### config.mk
export PLATFORM = sky130hd
export DESIGN_NAME = dma_chanfile
export DESIGN_NICKNAME = d
export VERILOG_FILES = /design/src/rtl/dma_chanfile_pkg.sv /design/src/rtl/dma_port_decode.sv /design/src/rtl/dma_chan_regs.sv /design/src/rtl/dma_readback.sv /design/src/rtl/dma_chanfile.sv
export SDC_FILE = /design/constraint.sdc
export NUM_CORES = 1
export LEC_CHECK = 0
export BUFFER_PORTS_ARGS = -buffer_cell sky130_fd_sc_hd__buf_4
export CORE_MARGIN = 5
export CORE_UTILIZATION = 60
export DETAILED_ROUTE_END_ITERATION = 10
export GPL_ROUTABILITY_DRIVEN = 0
export GPL_TIMING_DRIVEN = 1
export PLACE_DENSITY = 0.82
export SLEW_MARGIN = 20
export SYNTH_ARGS = -nofsm -noshare
export SYNTH_HDL_FRONTEND = slang
export SYNTH_HIERARCHICAL = 1
export SYNTH_SLANG_ARGS = --single-unit
### constraint.sdc
create_clock -name clk -period 8.6 [get_ports clk]
set_input_delay 1.29 -clock clk [delete_from_list [all_inputs] [get_ports clk]]
set_output_delay 1.29 -clock clk [all_outputs]
set_load 0.005 [all_outputs]
### src/rtl/dma_chanfile_pkg.sv
package dma_chanfile_pkg;

    // decoded host access, already qualified by channel-region hit
    typedef struct packed {
        logic is_cnt;
        logic wr;
        logic rd;
    } acc_t;

    // top-level sequential state
    typedef struct packed {
        logic       ptr;
        logic [7:0] rdata;
    } top_st_t;

endpackage

### src/rtl/dma_port_decode.sv
module dma_port_decode
    import dma_chanfile_pkg::*;
#(
    parameter int WSHIFT = 0,
    parameter int CH_W   = 2,
    parameter int OFF_W  = CH_W + 2,
    parameter int ADDR_W = OFF_W + WSHIFT
) (
    input  logic [ADDR_W-1:0] host_addr,
    input  logic              wr_en,
    input  logic              rd_en,
    output logic [CH_W-1:0]   chan,
    output acc_t              acc
);
    logic [OFF_W-1:0] off;
    logic             hit;

    always_comb begin
        off        = host_addr[ADDR_W-1:WSHIFT];
        hit        = ~off[OFF_W-1];
        chan       = off[OFF_W-2:1];
        acc.is_cnt = off[0];
        acc.wr     = hit & wr_en;
        acc.rd     = hit & rd_en & ~wr_en;   // write wins
    end
endmodule

### src/rtl/dma_chan_regs.sv
module dma_chan_regs
    import dma_chanfile_pkg::*;
#(
    parameter int WSHIFT = 0,
    parameter int AW     = 16 + WSHIFT
) (
    input  logic          clk,
    input  logic          rst_n,
    input  logic          sel,
    input  acc_t          acc,
    input  logic          hi,
    input  logic [7:0]    wdata,
    output logic [15:0]   base_cnt,
    output logic [AW-1:0] cur_addr,
    output logic          cnt_clr
);
    typedef struct packed {
        logic [15:0]   base_a;
        logic [15:0]   base_c;
        logic [AW-1:0] cur;
        logic          clr;
    } ch_st_t;

    ch_st_t st_d, st_q;

    always_comb begin
        st_d     = st_q;
        st_d.clr = 1'b0;
        if (sel && acc.wr) begin
            if (!hi) begin
                if (acc.is_cnt) st_d.base_c[7:0] = wdata;
                else            st_d.base_a[7:0] = wdata;
            end else begin
                if (acc.is_cnt) st_d.base_c[15:8] = wdata;
                else            st_d.base_a[15:8] = wdata;
                st_d.cur = AW'(st_d.base_a) << WSHIFT;
                st_d.clr = 1'b1;
            end
        end
    end

    always_ff @(posedge clk or negedge rst_n) begin
        if (!rst_n) st_q <= '0;
        else        st_q <= st_d;
    end

    assign base_cnt = st_q.base_c;
    assign cur_addr = st_q.cur;
    assign cnt_clr  = st_q.clr;


    reload_chk: assert property (@(posedge clk) disable iff (!rst_n)
        (sel && acc.wr && hi) |=> (cur_addr == (AW'(st_q.base_a) << WSHIFT)) && cnt_clr);


    low_noreload_chk: assert property (@(posedge clk) disable iff (!rst_n)
        (sel && acc.wr && !hi) |=> $stable(cur_addr) && !cnt_clr);


    low_keep_chk: assert property (@(posedge clk) disable iff (!rst_n)
        (sel && acc.wr && !hi && !acc.is_cnt) |=> st_q.base_a[15:8] == $past(st_q.base_a[15:8]));
endmodule

### src/rtl/dma_readback.sv
module dma_readback #(
    parameter int NCH    = 4,
    parameter int WSHIFT = 0,
    parameter int AW     = 16 + WSHIFT,
    parameter int CH_W   = $clog2(NCH)
) (
    input  logic [NCH-1:0][AW-1:0] cur_addr,
    input  logic [NCH-1:0][15:0]   base_cnt,
    input  logic [NCH-1:0][AW-1:0] xfer_cnt,
    input  logic [NCH-1:0]         dir_dec,
    input  logic [CH_W-1:0]        chan,
    input  logic                   is_cnt,
    input  logic                   hi,
    output logic [7:0]             byte_out
);
    logic [AW-1:0] val;
    logic [15:0]   scaled;

    always_comb begin
        if (is_cnt)
            val = (AW'(base_cnt[chan]) << WSHIFT) - xfer_cnt[chan];
        else if (dir_dec[chan])
            val = cur_addr[chan] - xfer_cnt[chan];
        else
            val = cur_addr[chan] + xfer_cnt[chan];
        scaled   = 16'(val >> WSHIFT);
        byte_out = hi ? scaled[15:8] : scaled[7:0];
    end
endmodule

### src/rtl/dma_chanfile.sv
module dma_chanfile
    import dma_chanfile_pkg::*;
#(
    parameter int NCH    = 4,
    parameter int WSHIFT = 0,
    parameter int CH_W   = $clog2(NCH),
    parameter int OFF_W  = CH_W + 2,
    parameter int ADDR_W = OFF_W + WSHIFT,
    parameter int AW     = 16 + WSHIFT
) (
    input  logic                   clk,
    input  logic                   rst_n,
    input  logic [ADDR_W-1:0]      host_addr,
    input  logic                   wr_en,
    input  logic                   rd_en,
    input  logic [7:0]             wdata,
    output logic [7:0]             rdata,
    input  logic                   ptr_clr,
    input  logic                   master_clr,
    input  logic [NCH-1:0][AW-1:0] xfer_cnt,
    input  logic [NCH-1:0]         dir_dec,
    output logic [NCH-1:0][AW-1:0] cur_addr,
    output logic [NCH-1:0]         cnt_clr
);
    logic [CH_W-1:0]      chan;
    acc_t                 acc;
    logic [NCH-1:0][15:0] base_cnt;
    logic [7:0]           rd_byte;
    logic                 clr_any;
    top_st_t              st_d, st_q;

    dma_port_decode #(.WSHIFT(WSHIFT), .CH_W(CH_W), .OFF_W(OFF_W), .ADDR_W(ADDR_W)) u_dec (
        .host_addr(host_addr), .wr_en(wr_en), .rd_en(rd_en), .chan(chan), .acc(acc)
    );

    for (genvar g = 0; g < NCH; g++) begin : g_ch
        dma_chan_regs #(.WSHIFT(WSHIFT), .AW(AW)) u_ch (
            .clk(clk), .rst_n(rst_n),
            .sel(chan == CH_W'(g)), .acc(acc), .hi(st_q.ptr), .wdata(wdata),
            .base_cnt(base_cnt[g]), .cur_addr(cur_addr[g]), .cnt_clr(cnt_clr[g])
        );
    end

    dma_readback #(.NCH(NCH), .WSHIFT(WSHIFT), .AW(AW), .CH_W(CH_W)) u_rb (
        .cur_addr(cur_addr), .base_cnt(base_cnt), .xfer_cnt(xfer_cnt), .dir_dec(dir_dec),
        .chan(chan), .is_cnt(acc.is_cnt), .hi(st_q.ptr), .byte_out(rd_byte)
    );

    assign clr_any = ptr_clr | master_clr;

    always_comb begin
        st_d = st_q;
        if (clr_any)               st_d.ptr = 1'b0;
        else if (acc.wr || acc.rd) st_d.ptr = ~st_q.ptr;
        if (acc.rd)                st_d.rdata = rd_byte;
    end

    always_ff @(posedge clk or negedge rst_n) begin
        if (!rst_n) st_q <= '0;
        else        st_q <= st_d;
    end

    assign rdata = st_q.rdata;


    ptr_flip_chk: assert property (@(posedge clk) disable iff (!rst_n)
        ((acc.wr || acc.rd) && !clr_any) |=> st_q.ptr != $past(st_q.ptr));


    ptr_clear_chk: assert property (@(posedge clk) disable iff (!rst_n)
        clr_any |=> !st_q.ptr);


    ptr_idle_chk: assert property (@(posedge clk) disable iff (!rst_n)
        (!(acc.wr || acc.rd) && !clr_any) |=> $stable(st_q.ptr));


    rdata_hold_chk: assert property (@(posedge clk) disable iff (!rst_n)
        !acc.rd |=> $stable(rdata));


    clr_onehot_chk: assert property (@(posedge clk) disable iff (!rst_n)
        $onehot0(cnt_clr));
endmodule

==> flow_metrics.py <==
metrics = {
    "logic_synthesis": {
        "yosys.area_share.adder_pct": 3.91,
        "seq_area_frac_synth_pct": 39.5,
        "async_flop_share_pct": 100,
        "synth_top_family_by_area": "multiplexers",
        "syn-num-nets": 965,
        "synth_xor_area_share_pct": 3.28,
        "synth_edf_count": 0,
        "muxShareOfSynthArea_pct": 29.6,
        "yosys.area_share.simple_pct": 6.64,
        "yosysTopAreaCellShare_pct": 39.5,
        "syn_avg_cell_area_um2": 12.9,
        "synth_area_um2": 10900,
        "synth_compound_area_share_pct": 4.87,
        "yosys.area.top_type": "dfrtp_1",
        "ys_ff_latch": 173,
        "syn_inst": 846,
        "synth_cell_type_count": 62,
        "yosys_warnings": 6,
        "synth_area_leaders": "dfrtp_1, mux2_2, mux4_2, buf_4, mux2_4",
        "synth_flop_cell": "dfrtp_1",
    },
    "placed_design": {
        "hpwlAfterDp_um": 17900,
        "port_buffers": 161,
    },
    "grt": {
        "grt_pass1_wl_um": 40400,
        "grt_pass1_vias": 7012,
        "grtUsageTotal_pct": 24.1,
        "grt_max_degree": 105,
        "antenna_found_initial": 0,
        "gr-total-overflow": 0,
    },
    "detailed_routing": {
        "ant_nets": 0,
        "wl_per_cell_um": 22.8,
        "vias_per_cell": 6.09,
        "route.detailed.drc": 0,
        "vias": 6722,
        "drtIter0Drc": 455,
        "wirelength_um": 25200,
        "first_pass_iters": 5,
    },
    "worst_setup_path": {
        "cp.depth": 14,
        "rrSetupSlack_ns": 4.37,
        "r2r_start": "g_ch[2].u_ch/cur_addr[0]$_DFFE_PN0P_",
        "end_kind": "register",
        "slowest_stage": "mux4_2",
        "crit_start": "host_addr[1]",
        "crit_family": "multiplexers",
        "reg2reg_depth": 14,
        "critPathKind": "in -> reg",
        "worstPathRequired_ns": 8.90,
        "worst_ep_arrival_time_ns": 6.11,
        "worst_setup_path_start_kind": "primary input",
        "critPathBufInv": 2,
        "path_cells": "buf_4 -> buf_4 -> mux4_2 -> mux2i_1 -> fa_1 -> a211oi_2 -> nor2_1 -> or4_1 -> a41o_1 -> o41ai_4 -> o21ai_1 -> xor2_1 -> mux4_2 -> mux2_2",
        "path_max_fanout": 38,
        "slowest_delay_ns": 0.77,
    },
    "floorplanning": {
        "die_x_um": 145,
        "initial_core_util_pct": 61.0,
        "die_y_um": 145,
        "dieArea_um2": 21000,
        "fp-row-count": 49,
        "core_um2": 18000,
        "ios": 162,
    },
    "clock_tree": {
        "post_cts_buffers": 0,
        "numCtsBuffers": 17,
        "clk_pin_slew_ns": 0.06,
        "clk_latency_ns": 0.43,
        "cts_tree": "built",
        "clockRootBuffer": "clkbuf_16",
        "cts_repair_resize_count": 0,
        "max-clock-path-buffers": 2,
        "clock-sinks": 173,
        "cts_hold_buf": 0,
        "htree_levels": 4,
    },
    "sta": {
        "period_share_pct": 67.6,
        "drv_slew": 0,
        "skew_ns": 0.0208,
        "max_freq_mhz": 172,
        "worst_hold_slack_ns": 0.504,
        "hold_violations": 0,
        "rsz0062_at_grt": "no",
        "tns_ns": 0,
        "timing.slew.headroom_pct": 36.2,
        "setup_viol": 0,
        "period_minus_slack_ns": 5.81,
        "worst_pin_slew_ns": 0.957,
    },
    "layout": {
        "seqCellArea_um2": 4330,
        "drive_gt1_share_pct": 50.5,
        "area_growth_pct": 8.04,
        "antenna_cells": 0,
        "final_common_cell": "dfrtp_1",
        "layout_common_cells": "dfrtp_1, buf_4, mux2_2, mux4_2, xnor2_1",
        "multiInputGateArea_um2": 5300,
        "nFillCells": 1325,
        "nets": 981,
    },
    "power_and_ir_drop": {
        "p_total_mw": 2.51,
        "vdd_drop_max_mv": 0.172,
        "powerDensity_nw_per_um2": 212,
        "cellLeakagePower_nw": 5.79,
    },
    "worst_hold_path": {
        "hold_path_depth": 1,
        "hold_class": "reg -> reg",
        "min-delay-start": "g_ch[3].u_ch/base_cnt[8]$_DFFE_PN0P_",
    },
    "run": {
        "maxCapViolations": 0,
    },
    "run_status": {
        "outcome": "completed",
    },
}
-- where the power goes --
group	internal [mW]	total [mW]	switching, mW
registers	0.944	1.02	0.0801
logic	0.395	0.722	0.327
clock network	0.438	0.760	0.323
-- worst register-to-register path, delay by kind of cell, from the launching register on --
kind | cells | cell delay, ns
xor gates and xnor gates | 1 | 0.15
and+or+nand+nor | 2 | 0.55
DFF | 1 | 0.43
buffers and inverters | 2 | 0.16
adders and majority gates | 2 | 0.67
muxes | 3 | 1.19
AOI/OAI and AO/OA | 4 | 0.95
-- synth_stat cells, drive strengths merged, types with 2 or more instances --
cell	n
a211oi	7
a21o	5
a21oi	22
a31oi	5
a41o	2
a41oi	4
and2	4
and3	3
and4bb	4
buf	163
clkbuf	4
dfrtp	173
fa	2
ha	31
inv	25
mux2	168
mux4	54
nand2	15
nand2b	2
nand3	11
nand4	6
nand4b	8
nor2	32
nor2b	5
nor3	7
nor4	3
o2111ai	2
o21a	7
o21ai	12
o22ai	2
or3	3
or4	2
xnor2	34
xor2	7
-- layout make-up --
cell class / instances / area share, %
inverters: 26 / 0.825
clock inverters: 12 / 1.14
multi-input cells: 480 / 44.8
clock buffers: 20 / 3.78
flip-flops and latches: 173 / 36.6
well taps: 229 / 2.42
repair buffers: 164 / 10.4
-- state kept, by name, indices dropped and copies added (netlist names) --
register and cells:
g_ch.u_ch/base_cnt 64, g_ch.u_ch/cnt_clr 4, g_ch.u_ch/cur_addr 32, g_ch.u_ch/st_q 64, rdata 8, st_q 1
-- kinds of logic after synthesis --
kind of cell | Yosys count
simple gates | 108
fa+ha+maj | 33
flops | 173
compound gates | 75
buf+inv | 193
xor+xnor | 41
mux | 223
-- final timing paths --
| path | to |
|---|---|
| max | rdata[6]$_DFFE_PN0P_ |
| min | g_ch[3].u_ch/base_cnt[8]$_DFFE_PN0P_ |
| max reg2reg | rdata[6]$_DFFE_PN0P_ |
| min reg2reg | g_ch[3].u_ch/base_cnt[8]$_DFFE_PN0P_ |
| max in group asynchronous | g_ch[2].u_ch/cur_addr[5]$_DFFE_PN0P_ |
| min in group asynchronous | rdata[7]$_DFFE_PN0P_ |
-- per-layer routing --
layer | part of all wire [%] | global-route usage (%) | vias up
li1 | - | - | 2987
met1 | 43 | 33.0 | 3476
met2 | 50 | 39.3 | 223
met3 | 5.6 | 5.55 | 36
met4 | 1.9 | 6.06 | 0
met5 | 0 | 0 | -
-- stage by stage --
stage          setup slack, ns  instances  util (%)  area (µm²)
2_1_floorplan             2.55        846         -       10900
3_3_place_gp              2.44       1072      62.6       11200
3_5_place_dp              2.36       1072      62.6       11200
4_1_cts                   2.79       1104      65.8       11800
5_1_grt                   2.55       1104      65.9       11800
6_report                  2.79       1104      65.9       11800
(Power assumes the default switching activity.)
